$ cat src/rtl/snoop_coh_ctrl.sv
module snoop_coh_ctrl #(
  parameter int VARIANT  = 3,
  parameter bit UPGRADES = 1'b1
) (
  input  logic       clk,
  input  logic       rst_n,
  input  logic       req_vld,
  input  logic [1:0] req_op,
  input  logic       rsp_vld,
  input  logic [1:0] rsp_op,
  input  logic       rsp_shared,
  input  logic       snp_vld,
  input  logic [2:0] snp_op,
  output logic       bus_req_vld,
  output logic [1:0] bus_req_op,
  output logic       supply,
  output logic       assert_shared,
  output logic [2:0] next_state,
  output logic [2:0] line_state,
  output logic       err
);

  localparam bit HAS_E  = (VARIANT == 1) || (VARIANT == 3);
  localparam bit HAS_O  = (VARIANT == 2) || (VARIANT == 3);
  localparam bit CFG_OK = (VARIANT >= 0) && (VARIANT <= 3) && (!HAS_O || UPGRADES);

  localparam logic [2:0] ST_I = 3'b000;
  localparam logic [2:0] ST_S = 3'b100;
  localparam logic [2:0] ST_E = 3'b110;
  localparam logic [2:0] ST_O = 3'b101;
  localparam logic [2:0] ST_M = 3'b111;

  localparam logic [1:0] BUS_RD  = 2'd0;
  localparam logic [1:0] BUS_RDX = 2'd1;
  localparam logic [1:0] BUS_UPG = 2'd2;

  localparam logic [1:0] Q_RD   = 2'd0;
  localparam logic [1:0] Q_WR   = 2'd1;

  localparam logic [1:0] P_RD   = 2'd0;
  localparam logic [1:0] P_RDX  = 2'd1;
  localparam logic [1:0] P_UPG  = 2'd2;

  localparam logic [2:0] N_RD   = 3'd0;
  localparam logic [2:0] N_RDX  = 3'd1;
  localparam logic [2:0] N_UPG  = 3'd2;
  localparam logic [2:0] N_INV  = 3'd3;
  localparam logic [2:0] N_WINV = 3'd4;

  localparam logic [1:0] WR_SHARED_BUS = UPGRADES ? BUS_UPG : BUS_RDX;
  localparam logic [1:0] WR_SHARED_RSP = UPGRADES ? P_UPG : P_RDX;

  if (!CFG_OK) begin : g_cfg_bad
    $error("snoop_coh_ctrl: unsupported variant or owned variant without upgrades");
  end

  logic [2:0] st;
  logic [2:0] nxt;
  logic       ok;
  logic       bv;
  logic [1:0] bo;
  logic       su;
  logic       as;
  logic       any_vld;
  logic       st_known;

  assign any_vld  = req_vld | rsp_vld | snp_vld;
  assign st_known = (st == ST_I) || (st == ST_S) || (st == ST_M) ||
                    (HAS_E && st == ST_E) || (HAS_O && st == ST_O);

  always_comb begin
    ok  = 1'b0;
    bv  = 1'b0;
    bo  = BUS_RD;
    su  = 1'b0;
    as  = 1'b0;
    nxt = st;
    if (snp_vld) begin
      if (snp_op == N_INV || snp_op == N_WINV) begin
        ok  = st_known;
        nxt = ST_I;
      end else begin
        case (st)
          ST_I: begin
            if (snp_op == N_RD || snp_op == N_RDX) ok = 1'b1;
            else if (snp_op == N_UPG && UPGRADES) ok = 1'b1;
          end
          ST_S: begin
            if (snp_op == N_RD) begin
              ok = 1'b1;
              as = HAS_E;
            end else if (snp_op == N_RDX || (snp_op == N_UPG && UPGRADES)) begin
              ok  = 1'b1;
              nxt = ST_I;
            end
          end
          ST_E: begin
            if (HAS_E && snp_op == N_RD) begin
              ok = 1'b1;
              as = 1'b1;
            end else if (HAS_E && snp_op == N_RDX) begin
              ok  = 1'b1;
              nxt = ST_I;
            end
          end
          ST_M: begin
            if (snp_op == N_RD) begin
              ok  = 1'b1;
              su  = 1'b1;
              nxt = HAS_O ? ST_O : ST_S;
            end else if (snp_op == N_RDX) begin
              ok  = 1'b1;
              su  = 1'b1;
              nxt = ST_I;
            end
          end
          ST_O: begin
            if (HAS_O && snp_op == N_RD) begin
              ok = 1'b1;
              su = 1'b1;
            end else if (HAS_O && snp_op == N_RDX) begin
              ok  = 1'b1;
              su  = 1'b1;
              nxt = ST_I;
            end else if (HAS_O && snp_op == N_UPG) begin
              ok  = 1'b1;
              nxt = ST_I;
            end
          end
          default: ok = 1'b0;
        endcase
      end
    end else if (rsp_vld) begin
      if (st == ST_I && rsp_op == P_RD) begin
        ok  = 1'b1;
        nxt = (HAS_E && !rsp_shared) ? ST_E : ST_S;
      end else if (st == ST_I && rsp_op == P_RDX) begin
        ok  = 1'b1;
        nxt = ST_M;
      end else if ((st == ST_S || (HAS_O && st == ST_O)) && rsp_op == WR_SHARED_RSP) begin
        ok  = 1'b1;
        nxt = ST_M;
      end
    end else if (req_vld) begin
      if (st == ST_I) begin
        ok = 1'b1;
        bv = 1'b1;
        bo = (req_op == Q_WR) ? BUS_RDX : BUS_RD;
      end else if ((st == ST_S || (HAS_O && st == ST_O)) && req_op == Q_WR) begin
        ok = 1'b1;
        bv = 1'b1;
        bo = WR_SHARED_BUS;
      end
    end
  end

  always_ff @(posedge clk) begin
    if (!rst_n) st <= ST_I;
    else if (any_vld && ok) st <= nxt;
  end

  assign err           = any_vld & ~ok;
  assign bus_req_vld   = bv & ok;
  assign bus_req_op    = ok ? bo : BUS_RD;
  assign supply        = su & ok;
  assign assert_shared = as & ok;
  assign next_state    = (any_vld && ok) ? nxt : st;
  assign line_state    = st;

  logic unused_q;
  assign unused_q = ^{Q_RD};

endmodule

$ cat config.mk
export PLATFORM = sky130hd
export DESIGN_NAME = snoop_coh_ctrl
export DESIGN_NICKNAME = d
export VERILOG_FILES = /design/src/rtl/snoop_coh_ctrl.sv
export SDC_FILE = /design/constraint.sdc
export NUM_CORES = 1
export LEC_CHECK = 0
export ABC_AREA = 1
export BUFFER_PORTS_ARGS = -buffer_cell sky130_fd_sc_hd__buf_2
export CORE_AREA = 2 2 39 41
export CTS_CLUSTER_SIZE = 40
export DETAILED_ROUTE_END_ITERATION = 12
export DIE_AREA = 0 0 41 43
export PLACE_DENSITY_LB_ADDON = 0.12
export RECOVER_POWER = 25
export SLEW_MARGIN = 10
export SYNTH_ARGS = -nofsm -noshare
export SYNTH_HDL_FRONTEND = slang
export SYNTH_SLANG_ARGS = --single-unit
export TNS_END_PERCENT = 1
$ cat constraint.sdc
create_clock -name clk -period 2.4 [get_ports clk]
set_input_delay 0.48 -clock clk [delete_from_list [all_inputs] [get_ports clk]]
set_output_delay 0.48 -clock clk [all_outputs]
set_load 0.05 [all_outputs]
==> key figures, run 1 <==
Layout
  • Filler Cell Count: 151
  • Layout area overhead: 29.3%
  • Design Area, Final: 741 µm²
  • Finished Core Util: 53.5%
  • Fin cells: 155
  • Max reg flops: 3
  • Antenna Cells: 0
  • Share of layout cells above drive strength 1: 33.1%
  • Final nets: 153

STA
  • Worst-margin pin slew: 589 ps
  • Tmin final: 2240 ps
  • Final-report max-slew violation count: 0
  • Final Skew: 0.671 ps
  • F_max: 0.446 GHz
  • Worst hold margin: 506 ps
  • Unrepaired setup endpoints after global routing: false
  • Tcrit/Tclk final: 93.5%
  • # setup viols final: 0
  • Max-Slew Margin vs Limit: 60.9%
  • Hold Fails Final Rpt: 0
  • TNS Setup: 0 ps

Clock network
  • CTS max path bufs: 2
  • Clock sink count: 3
  • Worst skew pair latency: 230 ps
  • Post CTS Setup Buffer Count: 0
  • CTS tree: done
  • Clock root buffer: clkbuf_4
  • Clock-pin slew on the worst setup and hold paths: 40 ps
  • H-tree depth: 1
  • Num CTS Buffers: 3
  • # resized after CTS: 0
  • CTS Hold Bufs: 0

Synthesis
  • Synthesis warning total: 0
  • Synth Flop Type: dfxtp_1
  • Seq/Total Area, Yosys: 10.5%
  • Most frequent cells after synthesis: nand2_1 (34), inv_1 (14), nor2_1 (12)
  • Synthesized area: 573 µm²
  • Synth async-reset ratio: 0%
  • Post-Syn Nets: 124
  • Count leader, synth: nand2_1
  • Yosys top cell area share: 22.3%
  • Area contributors post-synth: nand2_1 (22%), dfxtp_1 (10%), inv_1 (9.2%), a21oi_1 (8.7%), nand2_2 (8.7%)
  • Avg Cell Area, Syn: 5.16 µm²
  • Leading area contributor after synthesis: nand2_1
  • Yosys reg bits: 3
  • Post-synth EDFFs: 0
  • Synth cell types: 19
  • Mapped Cells: 111

Global routing
  • Largest net degree at the start of global routing: 9
  • Total track usage: 20.0%
  • Global route overflow: 0
  • Number of global-route vias before repair: 646
  • First-pass GRT wire length: 2530 µm
  • Initial antenna violation count: 0

Drt
  • Total number of vias: 767
  • Post-DR wirelength/cell: 10.1 µm
  • Via density: 4.95
  • Detail Route Antenna Nets: 0
  • Final WL: 1570 µm
  • Starting DRT DRC Count: 27
  • Drt drc: 0
  • DR pass1 iterations: 4

Placed design
  • Placed insts: 151
  • Placement Cell Area: 718 µm²
  • I/O Buffers: 24
  • Dpl hpwl: 1270 µm
  • Gpl congestion: 0.823

Worst hold path
  • Hold WC Path Type: in -> reg
  • Hold endpoint: line_state[2]$_SDFF_PN0_
  • HP Start: rst_n
  • Hold Crit Depth: 3

Flow run
  • Maxcap violations: 0

Critical path
  • Critical Path Start: line_state[1]$_SDFF_PN0_
  • Crit start category: flip-flop
  • Reg2reg path depth: 8
  • RR Endpoint: line_state[0]$_SDFF_PN0_
  • CP Capture Type: primary output
  • Worst r2r src: line_state[1]$_SDFF_PN0_
  • CP required: 1920 ps
  • WS Path Type: reg -> out
  • Flop-to-flop setup slack: 990 ps
  • Arr. time, crit path: 1760 ps
  • Crit-path max FO: 7

Die
  • Core ar.: 1380 µm²
  • Die span in x: 41 µm
  • Height of the chip: 43 µm
  • IO Count: 25
  • Die ar.: 1760 µm²
  • Starting Density: 41.4%
  • Num rows: 14

Status
  • Status: complete, no violations

Power and ir drop
  • Lkg Pwr: 0.430 nW
  • Peak VDD IR: 0.372 mV
  • Pwr Density: 396 nW/µm²
-- metrics by stage --
step	power (mW)	setup WS, ps
final	0.293	157
after CTS	0.296	149
after floorplan	0.168	-456
after global routing	0.316	18.7
after global placement	0.203	268
after detailed placement	0.203	287
-- cell type report --
class / count / area [µm²] / share of cell area (%)
multi-input combinational: 90 / 440 / 59.5
timing repair buffer: 26 / 134 / 18.1
sequential: 3 / 60.1 / 8.11
inverter: 16 / 60.1 / 8.11
clock buffer: 4 / 26.3 / 3.55
tap: 16 / 20.0 / 2.70
-- logic make-up (layout without fill, tap and decap cells) --
family / Yosys count / count (layout) / synth area share [%]
compound gates: 15 / 15 / 14.0
flops: 3 / 3 / 10.5
buf+inv: 18 / 46 / 13.3
simple gates: 75 / 75 / 62.2
-- routing by layer --
layer  up-vias  GRT usage [%]  wire length (µm)
met5         -              0                 0
met4         0              0                 0
met3         0           6.28                72
met2        24           34.1               763
met1       334           25.0               731
li1        409              -                 -
-- power by group --
group,internal [mW],total (mW),switching (mW)
logic,0.0431,0.146,0.103
registers,0.0525,0.0561,0.00364
clock network,0.0624,0.0905,0.0281
-- placed cells by master, fill, tap and decap left out --
master	instances
nor4_1	1
nand2_2	7
nand2_1	35
inv_2	2
nor2_1	12
buf_4	2
nand3_1	9
a31oi_1	2
clkbuf_1	2
o21ai_0	2
buf_2	23
clkbuf_4	3
nor4_2	1
nor2_4	2
o211ai_1	1
nand4_1	1
nand2_4	1
nor2_2	5
nor3_1	1
dfxtp_1	3
a21oi_1	10
inv_1	14
-- worst max-delay path, stage by stage, from the launching register on --
cell and delay [ps]:
dfxtp_1 500, inv_2 120, nand2_4 90, nand2_2 60, a21oi_1 130, nand2_1 60
nand2_1 100, nor2_4 60, a31oi_1 130, buf_2 280
-- worst max path at each step --
stage | to
floorplan | bus_req_op[0]
global placement | err
detailed placement | next_state[0]
CTS | err
global route | err
finish | err
Power figures use the tool's default switching activity.
==> run 2, diff against run 1 <==
--- a/config.mk
+++ b/config.mk
@@ -12,7 +12,7 @@
 export DETAILED_ROUTE_END_ITERATION = 12
 export DIE_AREA = 0 0 41 43
 export PLACE_DENSITY_LB_ADDON = 0.12
-export RECOVER_POWER = 25
+export RECOVER_POWER = 50
 export SLEW_MARGIN = 10
 export SYNTH_ARGS = -nofsm -noshare
 export SYNTH_HDL_FRONTEND = slang
==> key figures, run 2 (synthesis gave the netlist of run 1 again) <==
Layout
  • Layout area overhead: 28.2%
  • Antenna Cells: 0 (unchanged)
  • Share of layout cells above drive strength 1: 30.2% (-2.9 points)
  • Most frequent cells in the layout: nand2_1 (35), buf_2 (20), inv_1 (14), nor2_1 (13), a21oi_1 (10)
  • Max reg flops: 3 (unchanged)
  • Filler Cell Count: 155 (+2.6%)
  • Final nets: 153 (unchanged)
  • Area of the multi-input gates: 438 µm² (-0.57%)
  • Storage cell area: 60.1 µm² (unchanged)
  • Most common cell after layout, fill and taps aside: nand2_1

STA
  • Unrepaired setup endpoints after global routing: false
  • Max-Slew Margin vs Limit: 60.8% (-0.17 points)
  • Final-report max-slew violation count: 0 (unchanged)
  • F_max: 0.445 GHz (-0.14%)
  • Tcrit/Tclk final: 93.6% (+0.13 points)
  • Setup slack after layout: 154 ps (-3.10 ps)
  • Worst-margin pin slew: 591 ps (+2.52 ps)
  • # setup viols final: 0 (unchanged)
  • Hold Fails Final Rpt: 0 (unchanged)
  • Final Skew: 0.788 ps (+0.117 ps)
  • Tmin final: 2250 ps (+3.10 ps)

Die
  • Starting Density: 41.4% (unchanged)
  • Height of the chip: 43 µm (unchanged)
  • Core ar.: 1380 µm² (unchanged)
  • Die span in x: 41 µm (unchanged)
  • Die ar.: 1760 µm² (unchanged)
  • Num rows: 14 (unchanged)
  • IO Count: 25 (unchanged)

Clock network
  • Clock-pin slew on the worst setup and hold paths: 40 ps (about the same)
  • Worst skew pair latency: 230 ps (about the same)
  • Clock root buffer: clkbuf_4
  • Clock sink count: 3 (unchanged)
  • # resized after CTS: 0 (unchanged)
  • Post CTS Setup Buffer Count: 0 (unchanged)
  • CTS max path bufs: 2 (unchanged)
  • H-tree depth: 1 (unchanged)
  • Num CTS Buffers: 3 (unchanged)
  • CTS tree: done
  • CTS Hold Bufs: 0 (unchanged)

Drt
  • Post-DR wirelength/cell: 10.1 µm (-0.13%)
  • Final WL: 1570 µm (-0.13%)
  • DR pass1 iterations: 4 (unchanged)
  • Drt drc: 0 (unchanged)
  • Total number of vias: 773 (+0.78%)
  • Starting DRT DRC Count: 26 (-3.7%)
  • Via density: 4.99 (+0.78%)
  • Detail Route Antenna Nets: 0 (unchanged)

Critical path
  • CP required: 1920 ps (about the same)
  • Crit-path max FO: 7 (unchanged)
  • CP Capture Type: primary output
  • Crit start category: flip-flop
  • Arr. time, crit path: 1770 ps (about the same)
  • WS Path Type: reg -> out

Power and ir drop
  • Lkg Pwr: 0.418 nW (-3.0%)
  • Power, Total: 0.292 mW (-0.22%)
  • Peak VDD IR: 0.373 mV (+0.13%)
  • Pwr Density: 398 nW/µm² (+0.63%)

Status
  • Status: complete, no violations

Global routing
  • Total track usage: 20.0% (unchanged)
  • Largest net degree at the start of global routing: 9 (unchanged)
  • Initial antenna violation count: 0 (unchanged)
  • Number of global-route vias before repair: 646 (unchanged)
  • First-pass GRT wire length: 2530 µm (unchanged)
  • Global route overflow: 0 (unchanged)

Flow run
  • Maxcap violations: 0 (unchanged)

Placed design
  • Dpl hpwl: 1270 µm (unchanged)
  • Gpl congestion: 0.823 (unchanged)
  • I/O Buffers: 24 (unchanged)
  • Place WS: 287 ps (unchanged)

Worst hold path
  • Hold WC Path Type: in -> reg
[run 2: changes by cell type in the layout (fill, tap and decap cells not counted), sizes merged]
cell    change
clkbuf      +3
buf         -3
[run 2: layout make-up]
class | count | share of cell area [%]
Tap cell | 16 | 2.73
Inverter | 16 | 8.18
Timing Repair Buffer | 26 | 17.7
Clock buffer | 4 | 3.58
Sequential cell | 3 | 8.18
Multi-Input combinational cell | 90 | 59.6
[run 2: where the power goes]
part	internal, mW	total [mW]	leakage, nW	switching, mW
Clock	0.0624	0.0905	0.0150	0.0281
Sequential	0.0525	0.0562	0.0244	0.00369
Combinational	0.0427	0.146	0.378	0.103
[run 2: metal layers]
metal | GRT usage [%] | vias to the layer above | wire (µm)
met5 | 0 | - | 0
li1 | - | 409 | -
met3 | 6.28 | 0 | 58
met4 | 0 | 0 | 0
met2 | 34.1 | 18 | 766
met1 | 25.0 | 346 | 740
[run 2: stage by stage]
| step | TNS (ps) | hold slack [ps] | std cells | cell area, µm² | util, % |
|---|---|---|---|---|---|
| floorplan | -782 | 631 | 111 | 579 | - |
| global placement | 0 | 642 | 151 | 718 | 51.9 |
| detailed placement | 0 | 631 | 151 | 718 | 51.9 |
| CTS | 0 | 507 | 155 | 744 | 53.8 |
| global route | 0 | 512 | 155 | 734 | 53.1 |
| finish | 0 | 506 | 155 | 734 | 53.1 |
[run 2: critical path: stages, from the launching register on]
cell and delay [ps]:
dfxtp_1 500, nand2_1 160, nor2_1 150, a21oi_1 60
nand2_1 60, nand2_1 80, nor2_4 130, nand2_1 80
nand2_1 60, buf_2 250
[run 2: final timing paths]
kind                       startpoint                        to  slack, ps  cells after the start
max reg2reg  line_state[1]$_SDFF_PN0_  line_state[0]$_SDFF_PN0_        990                      8
min                             rst_n  line_state[2]$_SDFF_PN0_        510                      3
min reg2reg  line_state[1]$_SDFF_PN0_  line_state[1]$_SDFF_PN0_        630                      2
max          line_state[1]$_SDFF_PN0_             next_state[0]        150                      9
